`src/rtl/dbg_cmd_pkg.sv`:
```
package dbg_cmd_pkg;

  localparam int WORD_W    = 16;
  localparam int LONG_W    = 2 * WORD_W;
  localparam int RSP_W     = WORD_W + 1;
  localparam int SIZE_W    = 2;
  localparam int REG_IDX_W = 4;

  localparam logic [SIZE_W-1:0] SZ_BYTE = 2'd0;
  localparam logic [SIZE_W-1:0] SZ_WORD = 2'd1;
  localparam logic [SIZE_W-1:0] SZ_LONG = 2'd2;

  // response words: {flag, data}
  localparam logic [RSP_W-1:0] RSP_NOT_READY = {1'b1, 16'h0000};
  localparam logic [RSP_W-1:0] RSP_BUS_ERR   = {1'b1, 16'h0001};
  localparam logic [RSP_W-1:0] RSP_ILLEGAL   = {1'b1, 16'hFFFF};
  localparam logic [RSP_W-1:0] RSP_COMPLETE  = {1'b0, 16'hFFFF};

  typedef enum logic [2:0] {
    ST_IDLE,
    ST_OP_HI,
    ST_OP_LO,
    ST_BUS,
    ST_RSP_HI,
    ST_RSP_LO
  } eng_state_t;

  typedef enum logic [1:0] {
    SEL_BUSY,
    SEL_HI,
    SEL_LO
  } rsp_sel_t;

  typedef struct packed {
    logic     latchCmd;
    logic     latchHi;
    logic     latchLo;
    logic     capture;
    logic     setIllegal;
    rsp_sel_t rspSel;
  } dp_ctl_t;

  function automatic logic isReadCmd(input logic [WORD_W-1:0] w);
    return (w[15:12] == 4'h1) && (w[11:8] == 4'h9) && (w[3:0] == 4'h0) &&
           ((w[7:4] == 4'h0) || (w[7:4] == 4'h4) || (w[7:4] == 4'h8));
  endfunction

  function automatic logic isRegWrCmd(input logic [WORD_W-1:0] w);
    return (w[15:12] == 4'h2) && (w[11:8] == 4'h8) && (w[7:4] == 4'h0);
  endfunction

  function automatic logic [SIZE_W-1:0] readSize(input logic [WORD_W-1:0] w);
    case (w[7:4])
      4'h4:    return SZ_WORD;
      4'h8:    return SZ_LONG;
      default: return SZ_BYTE;
    endcase
  endfunction

  function automatic logic [LONG_W-1:0] alignAddr(input logic [LONG_W-1:0] a,
                                                  input logic [SIZE_W-1:0] sz);
    case (sz)
      SZ_WORD: return {a[LONG_W-1:1], 1'b0};
      SZ_LONG: return {a[LONG_W-1:2], 2'b00};
      default: return a;
    endcase
  endfunction

endpackage

```
`src/rtl/dbg_cmd_ctrl.sv`:
```
module dbg_cmd_ctrl
  import dbg_cmd_pkg::*;
(
  input  logic              clk,
  input  logic              rstN,
  input  logic              cmdValid,
  input  logic [WORD_W-1:0] cmdWord,
  input  logic              rspReady,
  input  logic              busDone,
  input  logic              busErr,
  output logic              cmdReady,
  output logic              rspValid,
  output logic              busRead,
  output logic              busWrite,
  output dp_ctl_t           ctl
);

  eng_state_t state, stateNxt;
  logic       isWrQ, isLongQ;

  always_ff @(posedge clk or negedge rstN) begin
    if (!rstN) begin
      state   <= ST_IDLE;
      isWrQ   <= 1'b0;
      isLongQ <= 1'b0;
    end else begin
      state <= stateNxt;
      if (ctl.latchCmd) begin
        isWrQ   <= isRegWrCmd(cmdWord);
        isLongQ <= isReadCmd(cmdWord) && (readSize(cmdWord) == SZ_LONG);
      end
    end
  end

  always_comb begin
    stateNxt = state;
    cmdReady = 1'b0;
    rspValid = 1'b0;
    busRead  = 1'b0;
    busWrite = 1'b0;
    ctl      = '{latchCmd: 1'b0, latchHi: 1'b0, latchLo: 1'b0, capture: 1'b0,
                 setIllegal: 1'b0, rspSel: SEL_BUSY};
    case (state)
      ST_IDLE: begin
        cmdReady = 1'b1;
        if (cmdValid) begin
          ctl.latchCmd = 1'b1;
          if (isReadCmd(cmdWord) || isRegWrCmd(cmdWord)) begin
            stateNxt = ST_OP_HI;
          end else begin
            ctl.setIllegal = 1'b1;
            stateNxt       = ST_RSP_LO;
          end
        end
      end
      ST_OP_HI: begin
        cmdReady = 1'b1;
        if (cmdValid) begin
          ctl.latchHi = 1'b1;
          stateNxt    = ST_OP_LO;
        end
      end
      ST_OP_LO: begin
        cmdReady = 1'b1;
        if (cmdValid) begin
          ctl.latchLo = 1'b1;
          stateNxt    = ST_BUS;
        end
      end
      ST_BUS: begin
        rspValid   = 1'b1;
        ctl.rspSel = SEL_BUSY;
        busRead    = !isWrQ;
        busWrite   = isWrQ;
        if (busDone) begin
          ctl.capture = 1'b1;
          stateNxt    = (!busErr && !isWrQ && isLongQ) ? ST_RSP_HI : ST_RSP_LO;
        end
      end
      ST_RSP_HI: begin
        rspValid   = 1'b1;
        ctl.rspSel = SEL_HI;
        if (rspReady) stateNxt = ST_RSP_LO;
      end
      ST_RSP_LO: begin
        rspValid   = 1'b1;
        ctl.rspSel = SEL_LO;
        if (rspReady) stateNxt = ST_IDLE;
      end
      default: stateNxt = ST_IDLE;
    endcase
  end

endmodule

```
`src/rtl/dbg_cmd_dp.sv`:
```
module dbg_cmd_dp
  import dbg_cmd_pkg::*;
(
  input  logic              clk,
  input  logic              rstN,
  input  dp_ctl_t           ctl,
  input  logic [WORD_W-1:0] cmdWord,
  input  logic [LONG_W-1:0] busRdata,
  input  logic              busErr,
  output logic [LONG_W-1:0] busAddr,
  output logic [SIZE_W-1:0] busSize,
  output logic [LONG_W-1:0] busWdata,
  output logic              rspFlag,
  output logic [WORD_W-1:0] rspData
);

  logic [SIZE_W-1:0]    sizeQ;
  logic                 isWrQ;
  logic [REG_IDX_W-1:0] regIdxQ;
  logic [WORD_W-1:0]    opHiQ;
  logic [LONG_W-1:0]    opQ;
  logic [RSP_W-1:0]     hiRspQ, loRspQ, rspMux;
  logic [LONG_W-1:0]    opFull;
  logic [RSP_W-1:0]     loRspNxt;

  assign opFull = {opHiQ, cmdWord};

  always_comb begin
    if (busErr)              loRspNxt = RSP_BUS_ERR;
    else if (isWrQ)          loRspNxt = RSP_COMPLETE;
    else if (sizeQ == SZ_BYTE)
      loRspNxt = {1'b0, {(WORD_W-8){1'b0}}, busRdata[7:0]};
    else
      loRspNxt = {1'b0, busRdata[WORD_W-1:0]};
  end

  always_ff @(posedge clk or negedge rstN) begin
    if (!rstN) begin
      sizeQ   <= SZ_BYTE;
      isWrQ   <= 1'b0;
      regIdxQ <= '0;
      opHiQ   <= '0;
      opQ     <= '0;
      hiRspQ  <= RSP_NOT_READY;
      loRspQ  <= RSP_NOT_READY;
    end else begin
      if (ctl.latchCmd) begin
        isWrQ   <= isRegWrCmd(cmdWord);
        sizeQ   <= isRegWrCmd(cmdWord) ? SZ_LONG : readSize(cmdWord);
        regIdxQ <= cmdWord[REG_IDX_W-1:0];
      end
      if (ctl.latchHi) opHiQ <= cmdWord;
      if (ctl.latchLo) opQ <= isWrQ ? opFull : alignAddr(opFull, sizeQ);
      if (ctl.capture) begin
        hiRspQ <= {1'b0, busRdata[LONG_W-1:WORD_W]};
        loRspQ <= loRspNxt;
      end else if (ctl.setIllegal) begin
        loRspQ <= RSP_ILLEGAL;
      end
    end
  end

  assign busAddr  = isWrQ ? {{(LONG_W-REG_IDX_W){1'b0}}, regIdxQ} : opQ;
  assign busSize  = sizeQ;
  assign busWdata = isWrQ ? opQ : '0;

  always_comb begin
    case (ctl.rspSel)
      SEL_HI:  rspMux = hiRspQ;
      SEL_LO:  rspMux = loRspQ;
      default: rspMux = RSP_NOT_READY;
    endcase
  end

  assign rspFlag = rspMux[RSP_W-1];
  assign rspData = rspMux[WORD_W-1:0];

endmodule

```
`src/rtl/dbg_cmd_engine.sv`:
```
module dbg_cmd_engine
  import dbg_cmd_pkg::*;
(
  input  logic              clk,
  input  logic              rstN,
  input  logic              cmdValid,
  output logic              cmdReady,
  input  logic [WORD_W-1:0] cmdWord,
  output logic              rspValid,
  input  logic              rspReady,
  output logic              rspFlag,
  output logic [WORD_W-1:0] rspData,
  output logic [LONG_W-1:0] busAddr,
  output logic [SIZE_W-1:0] busSize,
  output logic              busRead,
  output logic              busWrite,
  output logic [LONG_W-1:0] busWdata,
  input  logic [LONG_W-1:0] busRdata,
  input  logic              busDone,
  input  logic              busErr
);

  dp_ctl_t ctl;

  dbg_cmd_ctrl u_ctrl (
    .clk      (clk),
    .rstN     (rstN),
    .cmdValid (cmdValid),
    .cmdWord  (cmdWord),
    .rspReady (rspReady),
    .busDone  (busDone),
    .busErr   (busErr),
    .cmdReady (cmdReady),
    .rspValid (rspValid),
    .busRead  (busRead),
    .busWrite (busWrite),
    .ctl      (ctl)
  );

  dbg_cmd_dp u_dp (
    .clk      (clk),
    .rstN     (rstN),
    .ctl      (ctl),
    .cmdWord  (cmdWord),
    .busRdata (busRdata),
    .busErr   (busErr),
    .busAddr  (busAddr),
    .busSize  (busSize),
    .busWdata (busWdata),
    .rspFlag  (rspFlag),
    .rspData  (rspData)
  );

endmodule

```
`config.mk`:
```
export PLATFORM = sky130hd
export DESIGN_NAME = dbg_cmd_engine
export DESIGN_NICKNAME = d
export VERILOG_FILES = /design/src/rtl/dbg_cmd_pkg.sv /design/src/rtl/dbg_cmd_ctrl.sv /design/src/rtl/dbg_cmd_dp.sv /design/src/rtl/dbg_cmd_engine.sv
export SDC_FILE = /design/constraint.sdc
export NUM_CORES = 1
export LEC_CHECK = 0
export ABC_AREA = 1
export BUFFER_PORTS_ARGS = -buffer_cell sky130_fd_sc_hd__buf_4
export CORE_MARGIN = 2
export CORE_UTILIZATION = 49
export CTS_BUF_LIST = sky130_fd_sc_hd__clkbuf_8
export CTS_CLUSTER_DIAMETER = 30
export CTS_CLUSTER_SIZE = 25
export DETAILED_ROUTE_END_ITERATION = 10
export PLACE_DENSITY = 0.88
export SYNTH_ARGS = -nofsm -noshare
export SYNTH_HDL_FRONTEND = slang
export SYNTH_HIERARCHICAL = 1
export SYNTH_SLANG_ARGS = --single-unit
```
`constraint.sdc`:
```
create_clock -name clk -period 1.8 [get_ports clk]
set_clock_uncertainty 0.15 [all_clocks]
set_input_delay 0.18 -clock clk [delete_from_list [all_inputs] [get_ports clk]]
set_output_delay 0.18 -clock clk [all_outputs]
set_load 0.02 [all_outputs]
```
==> impl_metrics.ini <==
[setup_path]
cp-start-kind = flip-flop
cp_data_required_time_ns = 1.47
arrival_ns = 1.92
critPathKind = flip-flop to output port
crit_path_end_kind = output port
crit_fanout = 8

[clock_network]
ctsRootBufferMaster = clkbuf_8
clk_pin_slew_ns = 0.09
ctsLongestPathBuffers = 2
cts_tree = done
cts_made_buffers = 9
htree_levels = 3
insertion_delay_ns = 0.37
clock-sinks = 94

[power_and_ir_drop]
p_leak_nw = 3.89
p_clk_share_pct = 11.9
p_int_w = 0.00609
seqPwrFrac_pct = 34.5
swShare_pct = 44.0
p_comb_share_pct = 53.5
powerDensity_nw_per_um2 = 1470
ir_drop_mv = 1.04
p_sw_w = 0.00478

[global_route]
grt_pass1_vias = 4747
overflow = 0
track_usage_pct = 26.0
grt_max_degree = 62
antenna_found_initial = 1
grt_pass1_wl_mm = 22.7

[synth]
ys_types = 32
syn_avg_cell_area_um2 = 7.51
yosysWarningCount = 6
synth_area_leader_cell = dfrtp_1
yosysTopAreaCellShare_pct = 46.5
synth_area_leaders = dfrtp_1, nand2_1, inv_1
yosysSeqAreaShare_pct = 47.6
synth_area_um2 = 4950
ys_seq_elements = 94
syn-instance-count = 659
syn_nets = 717

[sta]
setup_ws_ns = -0.450
tightestPinTransition_ns = 0.477
tns_ns = -9.18
fin_crit_sh_pct = 125
rsz0062_at_grt = yes
setup_viol = 55
slew_viol_final = 0
fmax_ghz = 0.444
period_minus_slack_ns = 2.25
finalHoldViolations = 0
maxSlewHeadroom_pct = 68.2

[finish]
fill_cells = 624
fin_cells = 991
layout_common_cells = nand2_1, buf_4, inv_1
areaGrowthSynthToFinish_pct = 50.0
final_common_cell = nand2_1
fin_area_um2 = 7420
drive_above_1_share_pct = 33.7
fin_util_pct = 75.9
finalNetCount = 910

[routing]
post_drt_wl_per_cell_um = 15.8
firstDrtPassIters = 5
drtIter0Drc = 339
vias = 5090
wl_mm = 15.7
postRouteAntennaNets = 0
drc = 0
via_per_inst = 5.14

[die]
die_x_um = 104
fp.dieH_um = 104
io_pins = 141
rows = 36
start_util_pct = 50.6
core_um2 = 9770
die_area_um2 = 10900

[placement]
io_buffers = 140
place_area_um2 = 6380
placed_cells = 923
dp_hpwl_mm = 9.31
place.gp.congestion = 0.849

[min_path]
holdCritPathClass = input port to flip-flop

[job]
cap_violations = 0

[status]
outcome = finished with violations
violations = setup timing
[power by group through the flow]
stage	logic, W	clock network [W]	registers, W
6_report	0.00582	0.00130	0.00376
5_1_grt	0.00624	0.00142	0.00386
4_1_cts	0.00518	0.00131	0.00370
3_5_place_dp	0.00489	0	0.00372
3_3_place_gp	0.00474	0	0.00367
2_1_floorplan	0.00322	0	0.00361
[metal layers]
metal  vias up  share of wire (%)  global-route usage [%]
met1      2391                 39                    32.6
met3        67                7.2                    4.95
met5         -                  0                       0
met4         0                4.6                    12.1
li1       2374                  -                       -
met2       258                 49                    43.2
[critical path, stage by stage, from the launching register on]
cell and delay, ns:
dfrtp_2 0.44, inv_2 0.08, nand2_2 0.07, nor2_4 0.13, inv_2 0.06, ha_4 0.17
clkbuf_16 0.16, a21oi_2 0.19, nand2_2 0.08, buf_4 0.16
[state kept, by name (all words and copies together) (netlist names), 2 cells and up]
signal,count
u_dp/loRspQ,17
u_dp/busSize,2
u_dp/regIdxQ,4
u_dp/hiRspQ,17
u_dp/opHiQ,16
u_ctrl/state,3
u_dp/opQ,32
[Yosys cell counts (all sizes together)]
cell type and number:
nand2 201, inv 114, dfrtp 92, nor2 87, o21ai 54, a21oi 47
buf 32, nand3 8, mux2 6, ha 4, clkbuf 2, dfstp 2
nor3 2, nor4 2, o22ai 2, mux2i 1, nand3b 1, nand4 1
o211ai 1
[per-stage QoR]
stage | setup WS [ns] | total power, W | hold WS [ns]
2_1_floorplan | -0.0604 | 0.00683 | -0.266
3_3_place_gp | -0.0577 | 0.00841 | 0.0123
3_5_place_dp | -0.154 | 0.00861 | 0.0187
4_1_cts | -0.349 | 0.0102 | 0.00814
5_1_grt | -0.511 | 0.0115 | 0.00891
6_report | -0.450 | 0.0109 | 0.0118
[timing repair]
item,CTS,global route
cloned,0,4
gates resized for setup,31,79
pin swaps,1,8
buffers inserted,1,17
endpoints found under the hold margin,90,0
setup endpoints to repair,87,59
hold buffers,39,0
[final cells by class]
type | instances | area [um^2] | area share [%]
flip-flops and latches | 94 | 2360 | 31.8
repair inverters | 2 | 27.5 | 0.371
diodes | 1 | 2.50 | 0.0337
inverters | 114 | 445 | 6.00
well taps | 133 | 166 | 2.24
repair buffers | 214 | 1970 | 26.6
multi-input cells | 417 | 2270 | 30.6
clock inverters | 6 | 38.8 | 0.523
clock buffers | 10 | 138 | 1.85
[worst paths after layout]
path                                 start         endpoint  slack [ns]  cells past startpoint
max                        u_ctrl/state[1]          rspFlag       -0.45                      9
min                            busRdata[3]   u_dp/loRspQ[3]        0.01                      3
max reg2reg                u_ctrl/state[0]   u_dp/opHiQ[13]       -0.08                      5
min reg2reg                u_dp/regIdxQ[0]  u_dp/regIdxQ[0]        0.33                      2
max in group asynchronous             rstN  u_dp/hiRspQ[16]        0.69                      3
min in group asynchronous             rstN     u_dp/opQ[15]        0.16                      2
[cells by family (layout without fill, tap and decap cells)]
family	count (synthesis)	in the layout	share of synthesized area [%]
buf+inv	148	346	13.2
compound gates	104	104	11.6
flops	94	94	47.6
other cells	0	1	0
simple gates	302	302	25.1
fa+ha+maj	4	4	1.01
mux	7	7	1.57
Power figures use the tool's default switching activity.
